==> src/rtl/tss_pkg.sv <==
package tss_pkg;
    typedef enum logic [1:0] {T_DELAY, T_WALK, T_READY, T_AUTO} top_ph_t;
    typedef enum logic [2:0] {W_IDLE, W_TEST, W_BITW, W_CLEAR, W_DONE} walk_ph_t;
endpackage

==> src/rtl/tss_delay_timer.sv <==
module tss_delay_timer #(
    parameter int DLY_CYC = 50
) (
    input  logic clk,
    input  logic mreset_n,
    output logic fire_o
);
    localparam int CW = $clog2(DLY_CYC + 1);
    localparam logic [CW-1:0] LAST = CW'(DLY_CYC - 1);

    typedef struct packed {
        logic          armed;
        logic [CW-1:0] cnt;
    } dst_t;

    dst_t q, n;

    always_comb begin
        n      = q;
        fire_o = q.armed && (q.cnt == LAST);
        if (q.armed) begin
            if (fire_o) n.armed = 1'b0;
            else        n.cnt   = q.cnt + 1'b1;
        end
    end

    always_ff @(posedge clk or negedge mreset_n) begin
        if (!mreset_n) q <= '{armed: 1'b1, cnt: '0};
        else           q <= n;
    end

    // the capture strobe happens once per reset release
    a_r2_single_fire: assert property (@(posedge clk) disable iff (!mreset_n)
        fire_o |=> !fire_o);
endmodule

==> src/rtl/tss_ram_walker.sv <==
module tss_ram_walker
    import tss_pkg::*;
#(
    parameter int AW       = 8,
    parameter int DW       = 16,
    parameter int LOW_TOP  = 31,
    parameter int BIT_ADDR = 20,
    parameter int FAIL_BIT = 0
) (
    input  logic          clk,
    input  logic          mreset_n,
    input  logic          start_i,
    input  logic          run_test_i,
    output logic          ram_en_o,
    output logic          ram_we_o,
    output logic [AW-1:0] ram_addr_o,
    output logic [DW-1:0] ram_wdata_o,
    input  logic [DW-1:0] ram_rdata_i,
    output logic          done_o,
    output logic          fail_o
);
    localparam logic [AW-1:0] LOW_A  = AW'(LOW_TOP);
    localparam logic [AW-1:0] FIRST  = AW'(LOW_TOP + 1);
    localparam logic [AW-1:0] LAST   = {AW{1'b1}};
    localparam logic [AW-1:0] BIT_A  = AW'(BIT_ADDR);
    localparam logic [DW-1:0] PAT_A  = {(DW/2){2'b10}};
    localparam logic [DW-1:0] PAT_B  = ~PAT_A;
    localparam logic [DW-1:0] FLAG_W = DW'(1) << FAIL_BIT;

    typedef struct packed {
        walk_ph_t      ph;
        logic [AW-1:0] addr;
        logic [2:0]    step;
        logic          fail;
    } wst_t;

    wst_t q, n;

    always_comb begin
        n           = q;
        ram_en_o    = 1'b0;
        ram_we_o    = 1'b0;
        ram_addr_o  = q.addr;
        ram_wdata_o = '0;
        case (q.ph)
            W_IDLE: if (start_i) begin
                n.addr = FIRST;
                n.step = '0;
                n.ph   = run_test_i ? W_TEST : W_CLEAR;
            end
            W_TEST: begin
                n.step = q.step + 3'd1;
                case (q.step)
                    3'd0: begin
                        ram_en_o = 1'b1; ram_we_o = 1'b1; ram_wdata_o = PAT_A;
                    end
                    3'd1: ram_en_o = 1'b1;
                    3'd2: begin
                        if (ram_rdata_i != PAT_A) n.fail = 1'b1;
                        ram_en_o = 1'b1; ram_we_o = 1'b1; ram_wdata_o = PAT_B;
                    end
                    3'd3: ram_en_o = 1'b1;
                    default: begin
                        if (ram_rdata_i != PAT_B) n.fail = 1'b1;
                        n.step = '0;
                        if (q.addr == LAST) begin
                            n.addr = FIRST;
                            n.ph   = n.fail ? W_BITW : W_CLEAR;
                        end else begin
                            n.addr = q.addr + 1'b1;
                        end
                    end
                endcase
            end
            W_BITW: begin
                ram_en_o = 1'b1; ram_we_o = 1'b1;
                ram_addr_o = BIT_A; ram_wdata_o = FLAG_W;
                n.ph = W_CLEAR;
            end
            W_CLEAR: begin
                ram_en_o = 1'b1; ram_we_o = 1'b1;
                if (q.addr == LAST) n.ph = W_DONE;
                else                n.addr = q.addr + 1'b1;
            end
            default: ;
        endcase
    end

    assign done_o = (q.ph == W_DONE);
    assign fail_o = q.fail;

    always_ff @(posedge clk or negedge mreset_n) begin
        if (!mreset_n) q <= '{ph: W_IDLE, addr: '0, step: '0, fail: 1'b0};
        else           q <= n;
    end

    // once set, the fail flag stays set
    a_r4_fail_sticky: assert property (@(posedge clk) disable iff (!mreset_n)
        fail_o |=> fail_o);
    // the low region is written only at the flag word
    a_r6_low_region_kept: assert property (@(posedge clk) disable iff (!mreset_n)
        ram_we_o |-> (ram_addr_o > LOW_A || ram_addr_o == BIT_A));
endmodule

==> src/rtl/term_startup_seq.sv <==
module term_startup_seq
    import tss_pkg::*;
#(
    parameter int AW            = 8,
    parameter int DW            = 16,
    parameter int CLK_PERIOD_NS = 4,
    parameter int DELAY_NS      = 200,
    parameter int LOW_TOP       = 31,
    parameter int BIT_ADDR      = 20,
    parameter int FAIL_BIT      = 0,
    parameter int CFG1_ADDR     = 0,
    parameter int STEX_BIT      = 0,
    parameter int SRST_BIT      = 1
) (
    input  logic          clk,
    input  logic          mreset_n,
    input  logic [4:0]    strap_rta,
    input  logic          strap_rtap,
    input  logic          strap_auto,
    input  logic          strap_lock,
    input  logic          strap_isel,
    input  logic          strap_mtoff,
    input  logic          host_rd_i,
    input  logic          host_wr_i,
    input  logic [AW-1:0] host_addr_i,
    input  logic [DW-1:0] host_wdata_i,
    output logic [DW-1:0] host_rdata_o,
    output logic          ram_en_o,
    output logic          ram_we_o,
    output logic [AW-1:0] ram_addr_o,
    output logic [DW-1:0] ram_wdata_o,
    input  logic [DW-1:0] ram_rdata_i,
    output logic          ready_o,
    output logic          stex_o,
    output logic          bist_fail_o,
    output logic          ee_start_o
);
    localparam int DLY_CYC = (DELAY_NS + CLK_PERIOD_NS - 1) / CLK_PERIOD_NS;
    localparam int AUTO_POS = 6;
    localparam logic [AW-1:0] CFG1_A = AW'(CFG1_ADDR);

    typedef struct packed {
        top_ph_t       ph;
        logic [DW-1:0] status;
        logic          stex;
        logic          ee_start;
        logic          rd_ram;
    } tst_t;

    tst_t q, n;

    logic          fire;
    logic          walk_done;
    logic          w_en, w_we;
    logic [AW-1:0] w_addr;
    logic [DW-1:0] w_wdata;

    tss_delay_timer #(.DLY_CYC(DLY_CYC)) u_dly (
        .clk(clk), .mreset_n(mreset_n), .fire_o(fire)
    );

    tss_ram_walker #(
        .AW(AW), .DW(DW), .LOW_TOP(LOW_TOP), .BIT_ADDR(BIT_ADDR), .FAIL_BIT(FAIL_BIT)
    ) u_walk (
        .clk(clk), .mreset_n(mreset_n),
        .start_i(fire), .run_test_i(!strap_mtoff),
        .ram_en_o(w_en), .ram_we_o(w_we), .ram_addr_o(w_addr),
        .ram_wdata_o(w_wdata), .ram_rdata_i(ram_rdata_i),
        .done_o(walk_done), .fail_o(bist_fail_o)
    );

    always_comb begin
        n          = q;
        n.ee_start = 1'b0;
        n.rd_ram   = 1'b0;
        case (q.ph)
            T_DELAY: if (fire) begin
                n.status = DW'({strap_isel, strap_lock, strap_auto, strap_rtap, strap_rta});
                n.ph     = T_WALK;
            end
            T_WALK: if (walk_done) begin
                if (q.status[AUTO_POS]) begin
                    n.ph       = T_AUTO;
                    n.ee_start = 1'b1;
                end else begin
                    n.ph = T_READY;
                end
            end
            T_READY: begin
                n.rd_ram = host_rd_i && !host_wr_i;
                if (host_wr_i && host_addr_i == CFG1_A) begin
                    if (host_wdata_i[SRST_BIT])      n.stex = 1'b0;
                    else if (host_wdata_i[STEX_BIT]) n.stex = 1'b1;
                end
            end
            default: ;
        endcase
    end

    always_comb begin
        if (q.ph == T_READY) begin
            ram_en_o    = host_rd_i || host_wr_i;
            ram_we_o    = host_wr_i;
            ram_addr_o  = host_addr_i;
            ram_wdata_o = host_wdata_i;
        end else begin
            ram_en_o    = w_en;
            ram_we_o    = w_we;
            ram_addr_o  = w_addr;
            ram_wdata_o = w_wdata;
        end
    end

    assign host_rdata_o = q.rd_ram ? ram_rdata_i : q.status;
    assign ready_o      = (q.ph == T_READY);
    assign stex_o       = q.stex;
    assign ee_start_o   = q.ee_start;

    always_ff @(posedge clk or negedge mreset_n) begin
        if (!mreset_n) q <= '{ph: T_DELAY, status: '0, stex: 1'b0, ee_start: 1'b0, rd_ram: 1'b0};
        else           q <= n;
    end

    // the auto-init start is a single-cycle pulse
    a_r8_start_pulse: assert property (@(posedge clk) disable iff (!mreset_n)
        ee_start_o |=> !ee_start_o);
    // READY never follows an auto-init start
    a_r8_no_ready_after_start: assert property (@(posedge clk) disable iff (!mreset_n)
        ee_start_o |=> !ready_o);
    // READY holds until the next master reset
    a_r7_ready_sticky: assert property (@(posedge clk) disable iff (!mreset_n)
        ready_o |=> ready_o);
    // execution can only be running with READY high
    a_r10_stex_needs_ready: assert property (@(posedge clk) disable iff (!mreset_n)
        stex_o |-> ready_o);
endmodule

==> config.mk <==
export PLATFORM = sky130hd
export DESIGN_NAME = term_startup_seq
export DESIGN_NICKNAME = d
export VERILOG_FILES = /design/src/rtl/tss_pkg.sv /design/src/rtl/tss_delay_timer.sv /design/src/rtl/tss_ram_walker.sv /design/src/rtl/term_startup_seq.sv
export SDC_FILE = /design/constraint.sdc
export NUM_CORES = 1
export LEC_CHECK = 0
export ABC_CLOCK_PERIOD_IN_PS = 1900
export BUFFER_PORTS_ARGS = -buffer_cell sky130_fd_sc_hd__buf_2
export CORE_ASPECT_RATIO = 1.75
export CORE_MARGIN = 3
export CORE_UTILIZATION = 40
export DETAILED_ROUTE_END_ITERATION = 16
export PLACE_DENSITY = 0.76
export SYNTH_ARGS = -nofsm -noshare
export SYNTH_HDL_FRONTEND = slang
export SYNTH_HIERARCHICAL = 1
export SYNTH_SLANG_ARGS = --single-unit
==> constraint.sdc <==
create_clock -name clk -period 1.9 [get_ports clk]
set_input_delay 0.475 -clock clk [delete_from_list [all_inputs] [get_ports clk]]
set_output_delay 0.475 -clock clk [all_outputs]
set_load 0.02 [all_outputs]
# [Yosys cells after proc, flatten, opt, wreduce, memory -nomap -nowiden]
# Cells that the tools add are included.
[word_totals] wordCells=104 out_inout_bits=46 inputBits=54 ff_bits=36
[op_classes] reduce_logical=26 addsub=3 muxes=41 n_eq_ne=21 bitwise=2
[ops] cell="one-hot mux 16 bit (2 select lines)" count=2
[ops] cell="two-way mux 16 bit" count=2
[ops] cell="two-way mux 8 bit" count=4
[ops] cell="two-way mux 14 bit" count=2
[ops] cell="one-hot mux 8 bit (3 select lines)" count=1
[ops] cell="two-way mux 18 bit" count=1
[ops] cell="two-way mux 1 bit" count=17
[ops] cell="inequality test 16 x 15 -> 1 bit, second input constant" count=1
[ops] cell="inequality test 16 bit, second input constant" count=1
[ops] cell="== test 3 x 2 -> 1 bit, second input constant" count=4
[ops] cell="one-hot mux 3 bit (4 select lines)" count=1
[ops] cell="AND reduction 3 bit" count=3
[ops] cell="adder 8 x 1 -> 8 bit, second input constant" count=1
[ops] cell="== test 8 bit, second input constant" count=1
[ops] cell="logical NOT 8 bit" count=1
[ops] cell="inequality test 2 x 1 -> 1 bit, second input constant" count=4
[ops] cell="inequality test 2 bit, second input constant" count=4
[ops] cell="two-way mux 7 bit" count=1
[ops] cell="adder 6 x 1 -> 6 bit, second input constant" count=1
[ops] cell="== test 3 x 1 -> 1 bit, second input constant" count=2
[ops] cell="== test 6 bit, second input constant" count=1
[ops] cell="logical NOT 3 bit" count=2
[ops] cell="two-way mux 3 bit" count=2
[ops] cell="two-way mux 6 bit" count=1
[ops] cell="other kinds (22)" count=33

# [Longest topological paths before layout]
[logic_depth] word_depth=8 ltp_mapped=10 mapped_depth_nobuf=9

# [By module]
# The synthesis kept the hierarchy.
[by_module_without_submodules] module="tss_ram_walker" cells_per_inst=151 n_inst=1 area_per_inst_um2=1280.0 seq_area_each_um2=375.4
[by_module_without_submodules] module="term_startup_seq" cells_per_inst=87 n_inst=1 area_per_inst_um2=1069.8 seq_area_each_um2=350.3
[by_module_without_submodules] module="tss_delay_timer" cells_per_inst=29 n_inst=1 area_per_inst_um2=334.1 seq_area_each_um2=176.4

# [Least setup slack after synthesis]
# OpenSTA, ideal clock, no wires.
[synth_timing] path_kind="reg2out" from="register u_walk/q[1] (netlist name)" to="output ram_en_o" path_stages_with_launch=9 slack_ns=-0.152 arrival_time_ns=1.577 cell_sequence="dfrtp_1 -> inv_1 -> ha_1 -> nor4_4 -> nor3_1 -> nand2_1 -> nand2_1 -> nor2_1 -> a21oi_1"
[synth_via] elab_chain_len=5 word_cells_on_any_way=8 classes_between="eq/ne: 3; mux: 3; reduce/logical: 2"
[synth_rtl] element="start: declaration" line="tss_ram_walker.sv:37" rtl="wst_t q, n;"
[synth_rtl] element="start signal: assignment" line="tss_ram_walker.sv:93" rtl="if (!mreset_n) q <= '{ph: W_IDLE, addr: '0, step: '0, fail: 1'b0};"
[synth_rtl] element="start signal: assignment" line="tss_ram_walker.sv:94" rtl="else q <= n;"
[synth_rtl] element="== test 3 x 1 -> 1 bit (tied with other cells)" line="tss_ram_walker.sv:53" rtl="case (q.step)"
[synth_rtl] element="OR reduction 4 bit (no source line) (*)"
[synth_rtl] element="two-way mux 1 bit (*)" line="tss_ram_walker.sv:53"
[synth_rtl] element="one-hot mux 1 bit (2 select lines) (*)" line="tss_ram_walker.sv:45" rtl="case (q.ph)"
[synth_rtl] element="via w_en" line="term_startup_seq.sv:54" rtl="logic w_en, w_we;"
[synth_rtl] element="two-way mux 1 bit (*)" line="term_startup_seq.sv:101" rtl="if (q.ph == T_READY) begin"
[synth_rtl] element="end: declaration" line="term_startup_seq.sv:28" rtl="output logic ram_en_o,"
# The timed path passes the listed nets; every way through them passes the cells marked *.

# [Worst setup path in the final report]
[layout_timing] from="register u_walk/q[2] (netlist name)" to="output ram_en_o"
# Same word-level chain as after synthesis.

==> results_dict.tcl <==
set metrics [dict create \
    synth.area.top_cells "dfrtp_1, mux2_2, buf_4, ha_1, nor4bb_1" \
    fin_cells 496 \
    grt_remaining_overflow 0 \
    syn_avg_cell_area_um2 10.1 \
    initial_utilization_pct 42.1 \
    pwr-share-clk_pct 12.3 \
    total_power_mw 4.69 \
    worst_slack_ns -0.385 \
    synth_edf_count 0 \
    num_rows 38 \
    first_global_vias 2916 \
    ant_nets 0 \
    vias 2687 \
    antenna_found_initial 0 \
    grt_max_degree 15 \
    drc 0 \
    p_int_mw 2.76 \
    comb_power_share_pct 67.3 \
    grt_pass1_wl_um 13200 \
    p_leak_nw 2.13 \
    core_area_um2 6370 \
    clock-sinks 36 \
    maxSlewViolCount 0 \
    dp_slack_ns -0.167 \
    synth-seq-cells 36 \
    clk_pin_slew_ns 0.08 \
    use_met3_pct 2.46 \
    die_h_um 114 \
    ios 100 \
    slew_headroom_pct 67.3 \
    pwr-share-seq_pct 20.4 \
    synth_top_flop_cell "dfrtp_1" \
    final_area_um2 4410 \
    crit_required_ns 1.42 \
    post-route-util_pct 69.3 \
    die_w_um 67.9 \
    async_flop_share_pct 100 \
    worst_slew_pin_slew_ns 0.485 \
    dr.pass1.iters 4 \
    swShare_pct 41.2 \
    yosysSeqAreaShare_pct 33.6 \
    rsz0062_at_grt "yes" \
    synth-warning-count 6 \
    holdCritPathClass "input port to async pin" \
    synth_top_area_cell "dfrtp_1" \
    placed_area_um2 3530 \
    startpoint_type "register" \
    outcome "complete, but fails checks" \
    port_buffers 99 \
    fmax_mhz 438 \
    dpl.hpwl_um 5790 \
    wl_um 8950 \
    path_class "register to output port" \
    use_met1_pct 20.1 \
    h-tree-depth 2 \
    critical_path_arrival_ns 1.81 \
    area_delta_synth_final_pct 64.4 \
    crit_fanout 4 \
    finClkSkew_ns 0.00956 \
    root_buffer "clkbuf_8" \
    cts_tree "built" \
    hold_violations 0 \
    synthDistinctLibCells 55 \
    track_usage_pct 22.3 \
    clockBufferDepth 2 \
    period_minus_slack_ns 2.29 \
    fin_nets 477 \
    synth_cells 267 \
    grt_most_used_layer "met2" \
    diodes 0 \
    cts_made_buffers 5 \
    clk_latency_ns 0.29 \
    power.density_nw_per_um2 1060 \
    dieArea_um2 7770 \
    nFillCells 429 \
    syn_nets 329 \
    via_per_inst 5.42 \
    final_layout_size_suffix_gt1_share_pct 67.1 \
    netlist_area_um2 2680 \
    wl_per_cell_um 18.0 \
    yosysTopAreaCellShare_pct 32.6 \
    failed_checks "setup timing" \
    numPlacedInstances 464 \
    place.gp.congestion 0.875 \
    maxCapViolations 0 \
    power.switching_mw 1.93 \
    hold_slack_ns 0.0406 \
    first_iter_violations 167 \
    finalSetupTns_ns -7.99 \
    reg2reg_slack_ns -0.21 \
    period_share_pct 120 \
    grt_util_met2_pct 44.8 \
    vdd_drop_max_mv 0.496 \
    setup_viol 39 \
    cp-end-kind "output port" \
]
==> Yosys cell counts (all sizes together) (5+ instances only) <==
cell    count
buf        22
o31ai       8
mux2       43
inv        10
nor3        5
o21ai      14
nor4        6
ha          8
nand2      12
nor2b      10
nor4bb      9
nand4       5
or2         8
and2        9
dfrtp      35
nor2       19
==> power groups by stage <==
stage          sequential [mW]  clock, mW  combinational (mW)
2_1_floorplan            0.956          0                1.45
3_3_place_gp             0.953          0                2.08
3_5_place_dp             0.961          0                2.12
4_1_cts                  0.950      0.589                2.51
5_1_grt                  0.965      0.631                3.35
6_report                 0.959      0.576                3.15
==> per-layer routing <==
layer / share of wire, % / wire, µm
met3: 3.6 / 320
met2: 60 / 5340
met1: 33 / 2930
met5: 0 / 0
met4: 4.0 / 362
==> flip-flops by register name, summed over array words and instances (netlist names) <==
register and flops:
u_walk/q 14, u_dly/q 7, ee_start_o 1, q 12, stex_o 1, u_walk/fail_o 1
==> critical path, cell delays in order (launching register included) <==
cell,delay [ns]
dfrtp_2,0.47
ha_4,0.19
ha_4,0.17
nor4_4,0.16
nor3_2,0.08
nand2_1,0.11
nand2_2,0.07
nor2_2,0.09
a21oi_2,0.05
buf_6,0.13
==> worst paths after layout <==
kind,from,end,cells after the start
max reg2reg,u_walk/q[2]$_DFFE_PN0P_,u_walk/q[9]$_DFFE_PN0P_,10
min in group clk,strap_rtap,q[8]$_DFFE_PN0P_,2
max in group asynchronous,mreset_n,u_dly/q[6]$_DFF_PN1_,2
max,u_walk/q[2]$_DFFE_PN0P_,ram_en_o,9
min reg2reg,q[6]$_DFFE_PN0P_,q[6]$_DFFE_PN0P_,1
min,mreset_n,q[9]$_DFFE_PN0P_,1
==> layout by cell type, fill, tap and decap left out, drive strengths merged, types with 2 or more instances in the layout <==
master | Yosys | layout
nor2 | 19 | 20
nand2 | 12 | 12
a41oi | 2 | 2
ha | 8 | 8
and2 | 9 | 9
inv | 10 | 10
o21ai | 14 | 14
xnor2 | 3 | 3
nor3b | 3 | 3
dfrtp | 35 | 35
and3 | 3 | 3
or2 | 8 | 8
a21o | 2 | 2
or3b | 2 | 2
mux2 | 43 | 43
nand3 | 4 | 4
nor2b | 10 | 10
nor4bb | 9 | 9
a21oi | 3 | 3
a31oi | 3 | 3
clkbuf | 1 | 7
nand2b | 3 | 3
buf | 22 | 163
nor4 | 6 | 6
nor3 | 5 | 5
o31ai | 8 | 8
nand4 | 5 | 5
==> repair_timing <==
action | in CTS | in global routing
cloned | 5 | 0
resized for setup | 81 | 58
hold buffers | 0 | 0
pin swaps | 9 | 14
setup endpoints to repair | 53 | 46
buffers inserted | 16 | 8
==> kinds of logic after synthesis <==
kind of cell / synth area share [%]
AOI/OAI and AO/OA: 11.0
xor gates and xnor gates: 1.31
adders and majority gates: 3.73
buffers and inverters: 7.65
DFF: 33.6
muxes: 19.3
and+or+nand+nor: 23.5
==> final cells by class <==
cell class              count  area (µm²)  area share (%)
well taps                  80         100            2.27
repair buffers            163        1270            28.8
clock inverters             1        7.51           0.170
multi-input cells         199        2000            45.3
clock buffers               7        86.3            1.96
inverters                  10        42.5           0.964
flip-flops and latches     36         907            20.6
No activity file was read; power rests on OpenSTA's default activity.
